File: src/rtl/glyph_store_pkg.sv
// Package: shared constants and types for the display host storage.
// Assumes a 7-bit host data word with fixed field positions for
// attribute/control writes.
package glyph_store_pkg;

    localparam int CODE_W     = 7;
    localparam logic [CODE_W-1:0] SPACE_CODE = 7'h20;

    // Field positions inside an attribute/control data word.
    localparam int CUR_POS    = 0;
    localparam int HOLD_POS   = 1;
    localparam int MBLANK_POS = 2;
    localparam int BRIGHT_LSB = 3;
    localparam int BRIGHT_W   = 3;
    localparam int EXTOFF_POS = 6;

    // Shared control word.
    typedef struct packed {
        logic                ext_off;
        logic [BRIGHT_W-1:0] bright;
        logic                master_blank;
    } ctrl_word_t;

    localparam ctrl_word_t CTRL_IDLE = '{ext_off: 1'b0, bright: '0, master_blank: 1'b0};

endpackage

File: src/rtl/gs_sync.sv
// Module: multi-stage synchroniser for a bundle of asynchronous bits.
// Assumes each bit is independent (no multi-bit coherence needed).
// Reset value is all ones, which is the idle level of the active-low pins.
module gs_sync #(
    parameter int WIDTH  = 2,
    parameter int STAGES = 2
) (
    input  logic             clk,
    input  logic             rst_n,
    input  logic [WIDTH-1:0] async_in,
    output logic [WIDTH-1:0] sync_out
);

    logic [STAGES-1:0][WIDTH-1:0] chain;

    // Shift the asynchronous inputs through the flop chain.
    always_ff @(posedge clk) begin
        if (!rst_n) begin
            chain <= '1;
        end else begin
            chain[0] <= async_in;
            for (int s = 1; s < STAGES; s++) begin
                chain[s] <= chain[s-1];
            end
        end
    end

    assign sync_out = chain[STAGES-1];

endmodule

File: src/rtl/gs_strobe_capture.sv
// Module: detects the rising edge of the synchronised write strobe and
// produces a one-cycle write request. Bus fields are sampled on every
// edge while the synchronised strobe is still low, so the request carries
// the values from the clock edge just before the rising edge.
// Assumes the host keeps the bus fields steady through the strobe.
module gs_strobe_capture #(
    parameter int ADDR_W = 2,
    parameter int DATA_W = 7
) (
    input  logic              clk,
    input  logic              rst_n,
    input  logic              strobe_s_n,
    input  logic [ADDR_W-1:0] bus_addr,
    input  logic [DATA_W-1:0] bus_data,
    input  logic              bus_sel,
    input  logic              bus_en_a_n,
    input  logic              bus_en_b_n,
    output logic              wr_fire,
    output logic [ADDR_W-1:0] wr_addr,
    output logic [DATA_W-1:0] wr_data,
    output logic              wr_sel
);

    logic strobe_prev_n;
    logic cap_en_a_n;
    logic cap_en_b_n;

    // Remember the previous synchronised strobe level for edge detection.
    always_ff @(posedge clk) begin
        if (!rst_n) begin
            strobe_prev_n <= 1'b1;
        end else begin
            strobe_prev_n <= strobe_s_n;
        end
    end

    // Sample bus fields while the synchronised strobe is low.
    always_ff @(posedge clk) begin
        if (!rst_n) begin
            wr_addr    <= '0;
            wr_data    <= '0;
            wr_sel     <= 1'b0;
            cap_en_a_n <= 1'b1;
            cap_en_b_n <= 1'b1;
        end else if (!strobe_s_n) begin
            wr_addr    <= bus_addr;
            wr_data    <= bus_data;
            wr_sel     <= bus_sel;
            cap_en_a_n <= bus_en_a_n;
            cap_en_b_n <= bus_en_b_n;
        end
    end

    // Request a write on a low-to-high strobe with both enables asserted.
    always_comb begin
        wr_fire = strobe_s_n && !strobe_prev_n && !cap_en_a_n && !cap_en_b_n;
    end

endmodule

File: src/rtl/gs_char_bank.sv
// Module: per-digit character code registers.
// Assumes wipe has priority over a write in the same cycle.
module gs_char_bank
    import glyph_store_pkg::*;
#(
    parameter int N_DIGITS = 4,
    parameter int ADDR_W   = 2
) (
    input  logic                       clk,
    input  logic                       rst_n,
    input  logic                       wipe,
    input  logic                       wr_en,
    input  logic [ADDR_W-1:0]          wr_addr,
    input  logic [CODE_W-1:0]          wr_data,
    output logic [N_DIGITS*CODE_W-1:0] codes
);

    for (genvar d = 0; d < N_DIGITS; d++) begin : g_cell
        logic hit;

        // Decode whether this digit is the write target.
        always_comb begin
            hit = wr_en && (wr_addr == ADDR_W'(d));
        end

        // Hold one character code; clear loads the space code.
        always_ff @(posedge clk) begin
            if (!rst_n || wipe) begin
                codes[d*CODE_W +: CODE_W] <= SPACE_CODE;
            end else if (hit) begin
                codes[d*CODE_W +: CODE_W] <= wr_data;
            end
        end
    end

endmodule

File: src/rtl/gs_attr_ctrl.sv
// Module: per-digit cursor / blank-override flags and the shared control
// word, all written from one data word.
// Assumes wipe has priority over a write in the same cycle.
module gs_attr_ctrl
    import glyph_store_pkg::*;
#(
    parameter int N_DIGITS = 4,
    parameter int ADDR_W   = 2
) (
    input  logic                clk,
    input  logic                rst_n,
    input  logic                wipe,
    input  logic                wr_en,
    input  logic [ADDR_W-1:0]   wr_addr,
    input  logic [CODE_W-1:0]   wr_data,
    output logic [N_DIGITS-1:0] cursor,
    output logic [N_DIGITS-1:0] hold,
    output ctrl_word_t          ctrl
);

    for (genvar d = 0; d < N_DIGITS; d++) begin : g_attr
        logic hit;

        // Decode whether this digit's flag pair is the write target.
        always_comb begin
            hit = wr_en && (wr_addr == ADDR_W'(d));
        end

        // Hold the cursor and blank-override flags of one digit.
        always_ff @(posedge clk) begin
            if (!rst_n || wipe) begin
                cursor[d] <= 1'b0;
                hold[d]   <= 1'b0;
            end else if (hit) begin
                cursor[d] <= wr_data[CUR_POS];
                hold[d]   <= wr_data[HOLD_POS];
            end
        end
    end

    // Hold the shared control word; any attribute write refreshes it.
    always_ff @(posedge clk) begin
        if (!rst_n || wipe) begin
            ctrl <= CTRL_IDLE;
        end else if (wr_en) begin
            ctrl.master_blank <= wr_data[MBLANK_POS];
            ctrl.bright       <= wr_data[BRIGHT_LSB +: BRIGHT_W];
            ctrl.ext_off      <= wr_data[EXTOFF_POS];
        end
    end

endmodule

File: src/rtl/glyph_store_port.sv
// Module: host write port and storage of a four-digit dot-matrix display.
// Synchronises the asynchronous strobe and clear, turns a strobe rising
// edge into a one-cycle write, and steers it to the character cells or
// to the attribute/control storage. All stored values leave in parallel.
// Assumes bus fields are stable around the strobe rising edge.
module glyph_store_port
    import glyph_store_pkg::*;
#(
    parameter int N_DIGITS    = 4,
    parameter int SYNC_STAGES = 2
) (
    input  logic                         clk,
    input  logic                         rst_n,
    input  logic [$clog2(N_DIGITS)-1:0]  host_addr,
    input  logic [CODE_W-1:0]            host_data,
    input  logic                         en_a_n,
    input  logic                         en_b_n,
    input  logic                         wr_n,
    input  logic                         cell_sel,
    input  logic                         clr_n,
    output logic [N_DIGITS*CODE_W-1:0]   char_codes,
    output logic [N_DIGITS-1:0]          cursor_bits,
    output logic [N_DIGITS-1:0]          blank_hold,
    output logic                         master_blank,
    output logic [BRIGHT_W-1:0]          bright_code,
    output logic                         ext_off
);

    localparam int ADDR_W = $clog2(N_DIGITS);

    logic [1:0]        pins_s;
    logic              strobe_s_n;
    logic              wipe_act;
    logic              wr_fire;
    logic [ADDR_W-1:0] wr_addr;
    logic [CODE_W-1:0] wr_data;
    logic              wr_sel;
    logic              char_we;
    logic              attr_we;
    ctrl_word_t        ctrl;

    gs_sync #(
        .WIDTH  (2),
        .STAGES (SYNC_STAGES)
    ) u_sync (
        .clk      (clk),
        .rst_n    (rst_n),
        .async_in ({clr_n, wr_n}),
        .sync_out (pins_s)
    );

    // Split the synchronised pins into strobe and clear request.
    always_comb begin
        strobe_s_n = pins_s[0];
        wipe_act   = !pins_s[1];
    end

    gs_strobe_capture #(
        .ADDR_W (ADDR_W),
        .DATA_W (CODE_W)
    ) u_cap (
        .clk        (clk),
        .rst_n      (rst_n),
        .strobe_s_n (strobe_s_n),
        .bus_addr   (host_addr),
        .bus_data   (host_data),
        .bus_sel    (cell_sel),
        .bus_en_a_n (en_a_n),
        .bus_en_b_n (en_b_n),
        .wr_fire    (wr_fire),
        .wr_addr    (wr_addr),
        .wr_data    (wr_data),
        .wr_sel     (wr_sel)
    );

    // Steer the write request to one of the two storage groups.
    always_comb begin
        char_we = wr_fire && wr_sel;
        attr_we = wr_fire && !wr_sel;
    end

    gs_char_bank #(
        .N_DIGITS (N_DIGITS),
        .ADDR_W   (ADDR_W)
    ) u_chars (
        .clk     (clk),
        .rst_n   (rst_n),
        .wipe    (wipe_act),
        .wr_en   (char_we),
        .wr_addr (wr_addr),
        .wr_data (wr_data),
        .codes   (char_codes)
    );

    gs_attr_ctrl #(
        .N_DIGITS (N_DIGITS),
        .ADDR_W   (ADDR_W)
    ) u_attr (
        .clk     (clk),
        .rst_n   (rst_n),
        .wipe    (wipe_act),
        .wr_en   (attr_we),
        .wr_addr (wr_addr),
        .wr_data (wr_data),
        .cursor  (cursor_bits),
        .hold    (blank_hold),
        .ctrl    (ctrl)
    );

    // Unpack the control word onto its output pins.
    always_comb begin
        master_blank = ctrl.master_blank;
        bright_code  = ctrl.bright;
        ext_off      = ctrl.ext_off;
    end

endmodule

File: config.mk
export PLATFORM = sky130hd
export DESIGN_NAME = glyph_store_port
export DESIGN_NICKNAME = d
export VERILOG_FILES = /design/src/rtl/glyph_store_pkg.sv /design/src/rtl/gs_sync.sv /design/src/rtl/gs_strobe_capture.sv /design/src/rtl/gs_char_bank.sv /design/src/rtl/gs_attr_ctrl.sv /design/src/rtl/glyph_store_port.sv
export SDC_FILE = /design/constraint.sdc
export NUM_CORES = 1
export LEC_CHECK = 0
export BUFFER_PORTS_ARGS = -buffer_cell sky130_fd_sc_hd__buf_2
export CAP_MARGIN = 20
export CORE_MARGIN = 10
export CORE_UTILIZATION = 46
export DETAILED_ROUTE_END_ITERATION = 16
export PLACE_DENSITY = 0.82
export SYNTH_ARGS = -nofsm -noshare
export SYNTH_HDL_FRONTEND = slang
export SYNTH_SLANG_ARGS = --single-unit
File: constraint.sdc
create_clock -name clk -period 1.8 [get_ports clk]
set_clock_uncertainty 0.1 [all_clocks]
set_input_delay 0.18 -clock clk [delete_from_list [all_inputs] [get_ports clk]]
set_output_delay 0.18 -clock clk [all_outputs]
set_load 0.005 [all_outputs]
==> impl_table.tex <==
\begin{tabular}{lr}
\hline
Metric & Value \\
\hline
\multicolumn{2}{l}{\textbf{Status}} \\
\quad Status & finished, final reports clean \\
\multicolumn{2}{l}{\textbf{GRT}} \\
\quad Largest net degree at the start of global routing & 19 \\
\quad Global-route wire length before repair & around 8000 um \\
\quad Vias in the first global route & around 1700 \\
\quad Antenna violations before repair & 0 \\
\quad Tot GR Track Use & between 10 and 15\% \\
\quad Sum of overflow across all layers after global routing & 0 \\
\multicolumn{2}{l}{\textbf{Timing}} \\
\quad Final worst slack & around 0.077 ns \\
\quad Final setup TNS & 0 ns \\
\quad Number of hold violations in the final report & 0 \\
\quad Number of failing setup endpoints in the final timing report & 0 \\
\quad Maximum clock rate & just under 0.6 GHz \\
\quad Worst slew margin relative to its limit & 73.2\% \\
\quad Number of max-slew violations in the final report & 0 \\
\quad Least-Margin Pin Slew & about 0.4 ns \\
\quad Unrepaired setup endpoints after global routing & false \\
\quad Crit share post-route & around 96\% \\
\quad Worst-case hold slack & approximately 0.011 ns \\
\quad Final min period & between 1.5 and 2 ns \\
\multicolumn{2}{l}{\textbf{Finish}} \\
\quad Number of antenna cells inserted & 0 \\
\quad Proportion of layout cells with a drive suffix above 1 & slightly below 30\% \\
\quad Area growth from synthesis to layout & 33.7\% \\
\quad Area taken by flip-flops and latches & $\sim$1200 um\^{}2 \\
\quad Combined area of the multi-input logic cells & 955 um\^{}2 \\
\quad Post-layout instance area & about 2900 um\^{}2 \\
\quad Count of fill cells added during filler insertion & about 350 \\
\quad Post-layout net count & 299 \\
\multicolumn{2}{l}{\textbf{Logic synthesis}} \\
\quad Sequential cell area fraction in the yosys report & $\sim$53\% \\
\quad Number of distinct library cells after synthesis & 21 \\
\quad Number of nets in the synthesized netlist & 224 \\
\quad Yosys Warn Count & 0 \\
\quad Gate Count Post-Synth & around 210 \\
\quad Mean cell area of the mapped netlist & 10.4 um\^{}2 \\
\quad Flip-flop and latch count after synthesis & 58 \\
\quad Total standard cell area after synthesis & between 2000 and 2500 um\^{}2 \\
\multicolumn{2}{l}{\textbf{Place}} \\
\quad I/O Buffers & 56 \\
\quad DP Worst Slack & 0.0690 ns \\
\quad Detailed-placement wirelength estimate & approximately 3600 um \\
\quad Last weighted congestion value of the routability-driven placer & 0.753 \\
\quad Cell Area, Placed & about 2500 um\^{}2 \\
\multicolumn{2}{l}{\textbf{Floorplan}} \\
\quad Die height & between 80 and 90 um \\
\quad Floorplan core area & 4470 um\^{}2 \\
\quad Starting Density & between 40\% and 50\% \\
\quad Horizontal die dimension & around 89 um \\
\quad Ports & 57 \\
\quad Area of the die & roughly 7900 um\^{}2 \\
\quad Num rows & 24 \\
\multicolumn{2}{l}{\textbf{Route}} \\
\quad Initial detailed-routing violation count & roughly 110 \\
\quad Post-detailed-route wirelength per cell & between 10 and 15 um \\
\quad Final antenna-violating net count & 0 \\
\quad Total via count in the routed design & between 1500 and 2000 \\
\quad Post-detailed-route via-to-cell ratio & between 4 and 5 \\
\quad DRC & 0 \\
\quad Wire length after detailed routing & just under 5000 um \\
\quad First-pass detailed-route iteration total & 4 \\
\multicolumn{2}{l}{\textbf{Clock network}} \\
\quad Maximum level of the CTS H-tree & 3 \\
\quad Clock latency on the worst-skew pair & $\sim$0.32 ns \\
\quad TritonCTS clock tree & done \\
\quad Clock root buffer & sky130\_fd\_sc\_hd\_\_clkbuf\_8 \\
\quad Clock buffer depth & 2 \\
\quad Reg clk slew, reported paths & 0.07 ns \\
\quad Clock net sink count & 58 \\
\quad CTS buffer count & 9 \\
\multicolumn{2}{l}{\textbf{Min path}} \\
\quad Worst min-delay path category & in2reg \\
\multicolumn{2}{l}{\textbf{Setup path}} \\
\quad Critical path capture point type & flip-flop \\
\quad Crit path required time & between 1.5 and 2 ns \\
\quad Kind of critical path & reg2reg \\
\quad Data arrival time of the worst path & between 1.5 and 2 ns \\
\quad Chain of cells forming the critical path & or3\_4 > or3\_1 > mux2i\_1 \\
\quad Cell at the slowest stage of the critical path & sky130\_fd\_sc\_hd\_\_or3\_1 \\
\quad Sort of element at the start of the critical path & flip-flop \\
\quad Worst path top cell family by delay & simple AND/OR/NAND/NOR gates \\
\quad Largest stage delay, worst path & about 0.57 ns \\
\quad Maximum fanout encountered on the critical timing path & 7 \\
\quad Buffers \& Inverters on Critical Path & 0 \\
\multicolumn{2}{l}{\textbf{Pwr}} \\
\quad Peak supply drop & roughly 0.64 mV \\
\quad Standby leakage power & between 1 and 1.5 nW \\
\quad PwrDens & 1040 nW/um\^{}2 \\
\multicolumn{2}{l}{\textbf{Run}} \\
\quad Max-cap violations & 0 \\
\hline
\end{tabular}
[cell usage in the layout (no fill, tap or decap)]
master and count:
sky130_fd_sc_hd__buf_4 10, sky130_fd_sc_hd__bufinv_16 4, sky130_fd_sc_hd__nor4_4 1, sky130_fd_sc_hd__dlygate4sd3_1 10, sky130_fd_sc_hd__mux2i_1 52, sky130_fd_sc_hd__clkbuf_1 1
sky130_fd_sc_hd__nand2b_1 6, sky130_fd_sc_hd__nand4b_1 1, sky130_fd_sc_hd__nand2_1 50, sky130_fd_sc_hd__or3_1 1, sky130_fd_sc_hd__a21boi_0 1, sky130_fd_sc_hd__nor4b_2 1
sky130_fd_sc_hd__clkbuf_8 10, sky130_fd_sc_hd__nor2_1 6, sky130_fd_sc_hd__clkinv_2 1, sky130_fd_sc_hd__nor3_1 1, sky130_fd_sc_hd__or4b_4 1, sky130_fd_sc_hd__nor2b_1 11
sky130_fd_sc_hd__dfxtp_1 58, sky130_fd_sc_hd__nand4_1 2, sky130_fd_sc_hd__and2_1 1, sky130_fd_sc_hd__buf_2 56, sky130_fd_sc_hd__nand3_1 2, sky130_fd_sc_hd__or3_4 1
[logic make-up (layout without fill, tap and decap cells)]
kind of cell           after synthesis  in the layout  share of synthesized area, %
DFF                                 58             58                          53.5
and+or+nand+nor                     85             85                          19.7
AOI/OAI and AO/OA                    1              1                         0.346
muxes                               52             52                          24.0
buffers and inverters               12             92                          2.54
[sequential cells by signal, summed over array words and instances (netlist names)]
register / count
u_chars.codes: 28
u_cap.wr_data: 7
u_attr.ctrl: 5
u_attr.cursor: 4
u_attr.hold: 4
u_cap.wr_addr: 2
u_sync.chain: 2
u_sync.sync_out: 2
u_cap.cap_en_a_n: 1
u_cap.cap_en_b_n: 1
u_cap.strobe_prev_n: 1
u_cap.wr_sel: 1
[cell usage after synthesis]
library cell               count  share of area (%)
sky130_fd_sc_hd__or3_4         1               0.52
sky130_fd_sc_hd__nand4_1       2               0.58
sky130_fd_sc_hd__buf_2         2               0.46
sky130_fd_sc_hd__nor2b_1      11                3.2
sky130_fd_sc_hd__or3_1         1               0.29
sky130_fd_sc_hd__buf_6         1               0.52
sky130_fd_sc_hd__nor2_1        6                1.0
sky130_fd_sc_hd__and2_1        1               0.29
sky130_fd_sc_hd__nor4_4        1               0.98
sky130_fd_sc_hd__nor3_1        1               0.23
sky130_fd_sc_hd__nand3_1       2               0.46
sky130_fd_sc_hd__mux2i_1      52                 24
sky130_fd_sc_hd__or4b_4        1               0.63
sky130_fd_sc_hd__nor4b_2       1               0.69
sky130_fd_sc_hd__a21boi_0      1               0.35
sky130_fd_sc_hd__clkbuf_1      8                1.4
sky130_fd_sc_hd__dfxtp_1      58                 53
sky130_fd_sc_hd__nand2b_1      6                1.7
sky130_fd_sc_hd__buf_1         1               0.17
sky130_fd_sc_hd__nand4b_1      1               0.40
sky130_fd_sc_hd__nand2_1      50                8.6
[layout make-up]
type | instances | share of cell area (%)
sequential | 58 | 40.0
timing repair buffer | 76 | 15.7
tap | 52 | 2.24
clock inverter | 5 | 4.31
clock buffer | 11 | 4.87
multi-input combinational | 138 | 32.9
[what timing repair did]
item	4_1_cts	5_1_grt
gates resized for setup	0	0
buffers inserted	0	0
hold buffers	10	0
endpoints found under the hold margin	10	0
endpoints found under the setup margin	0	0
[through the flow]
step | util (%) | power, mW | cells
2_1_floorplan | - | 1.39 | 208
3_3_place_gp | 56.7 | 1.43 | 314
3_5_place_dp | 56.7 | 1.43 | 314
4_1_cts | 64.9 | 3.04 | 340
5_1_grt | 64.9 | 3.11 | 340
6_report | 64.9 | 3.01 | 340
[final timing paths]
path | endpoint | cells after the start | slack, ns | from
min reg2reg | u_sync.sync_out[1]$_SDFF_PN1_ | 1 | 0.32 | u_sync.chain[1]$_SDFF_PN1_
min | u_cap.wr_data[2]$_SDFFE_PN0N_ | 3 | 0.01 | host_data[2]
max reg2reg | u_chars.codes[27]$_SDFFE_PP0P_ | 3 | 0.08 | u_cap.cap_en_a_n$_SDFFE_PN1N_
max | u_chars.codes[27]$_SDFFE_PP0P_ | 3 | 0.08 | u_cap.cap_en_a_n$_SDFFE_PN1N_
[worst register-to-register path: cells and delay by family (launching register included)]
kind,cells,cell delay (ns)
muxes,1,0.18
DFF,1,0.33
and+or+nand+nor,2,1.00
[power breakdown]
part	total, mW	internal, mW	switching, mW	leakage, nW
clock network	1.59	1.10	0.495	0.134
registers	1.31	1.30	0.0112	0.469
logic	0.110	0.0547	0.0548	0.864
total	3.01	2.45	0.561	1.47
[metal layers]
metal | share of wire [%] | up-vias | GRT usage (%)
li1 | - | 847 | -
met1 | 45 | 764 | 15.1
met2 | 46 | 43 | 21.3
met3 | 8.6 | 2 | 7.17
met4 | 0.51 | 0 | 5.14
met5 | 0 | - | 0
Note: power is estimated with default switching activity, not from simulation.
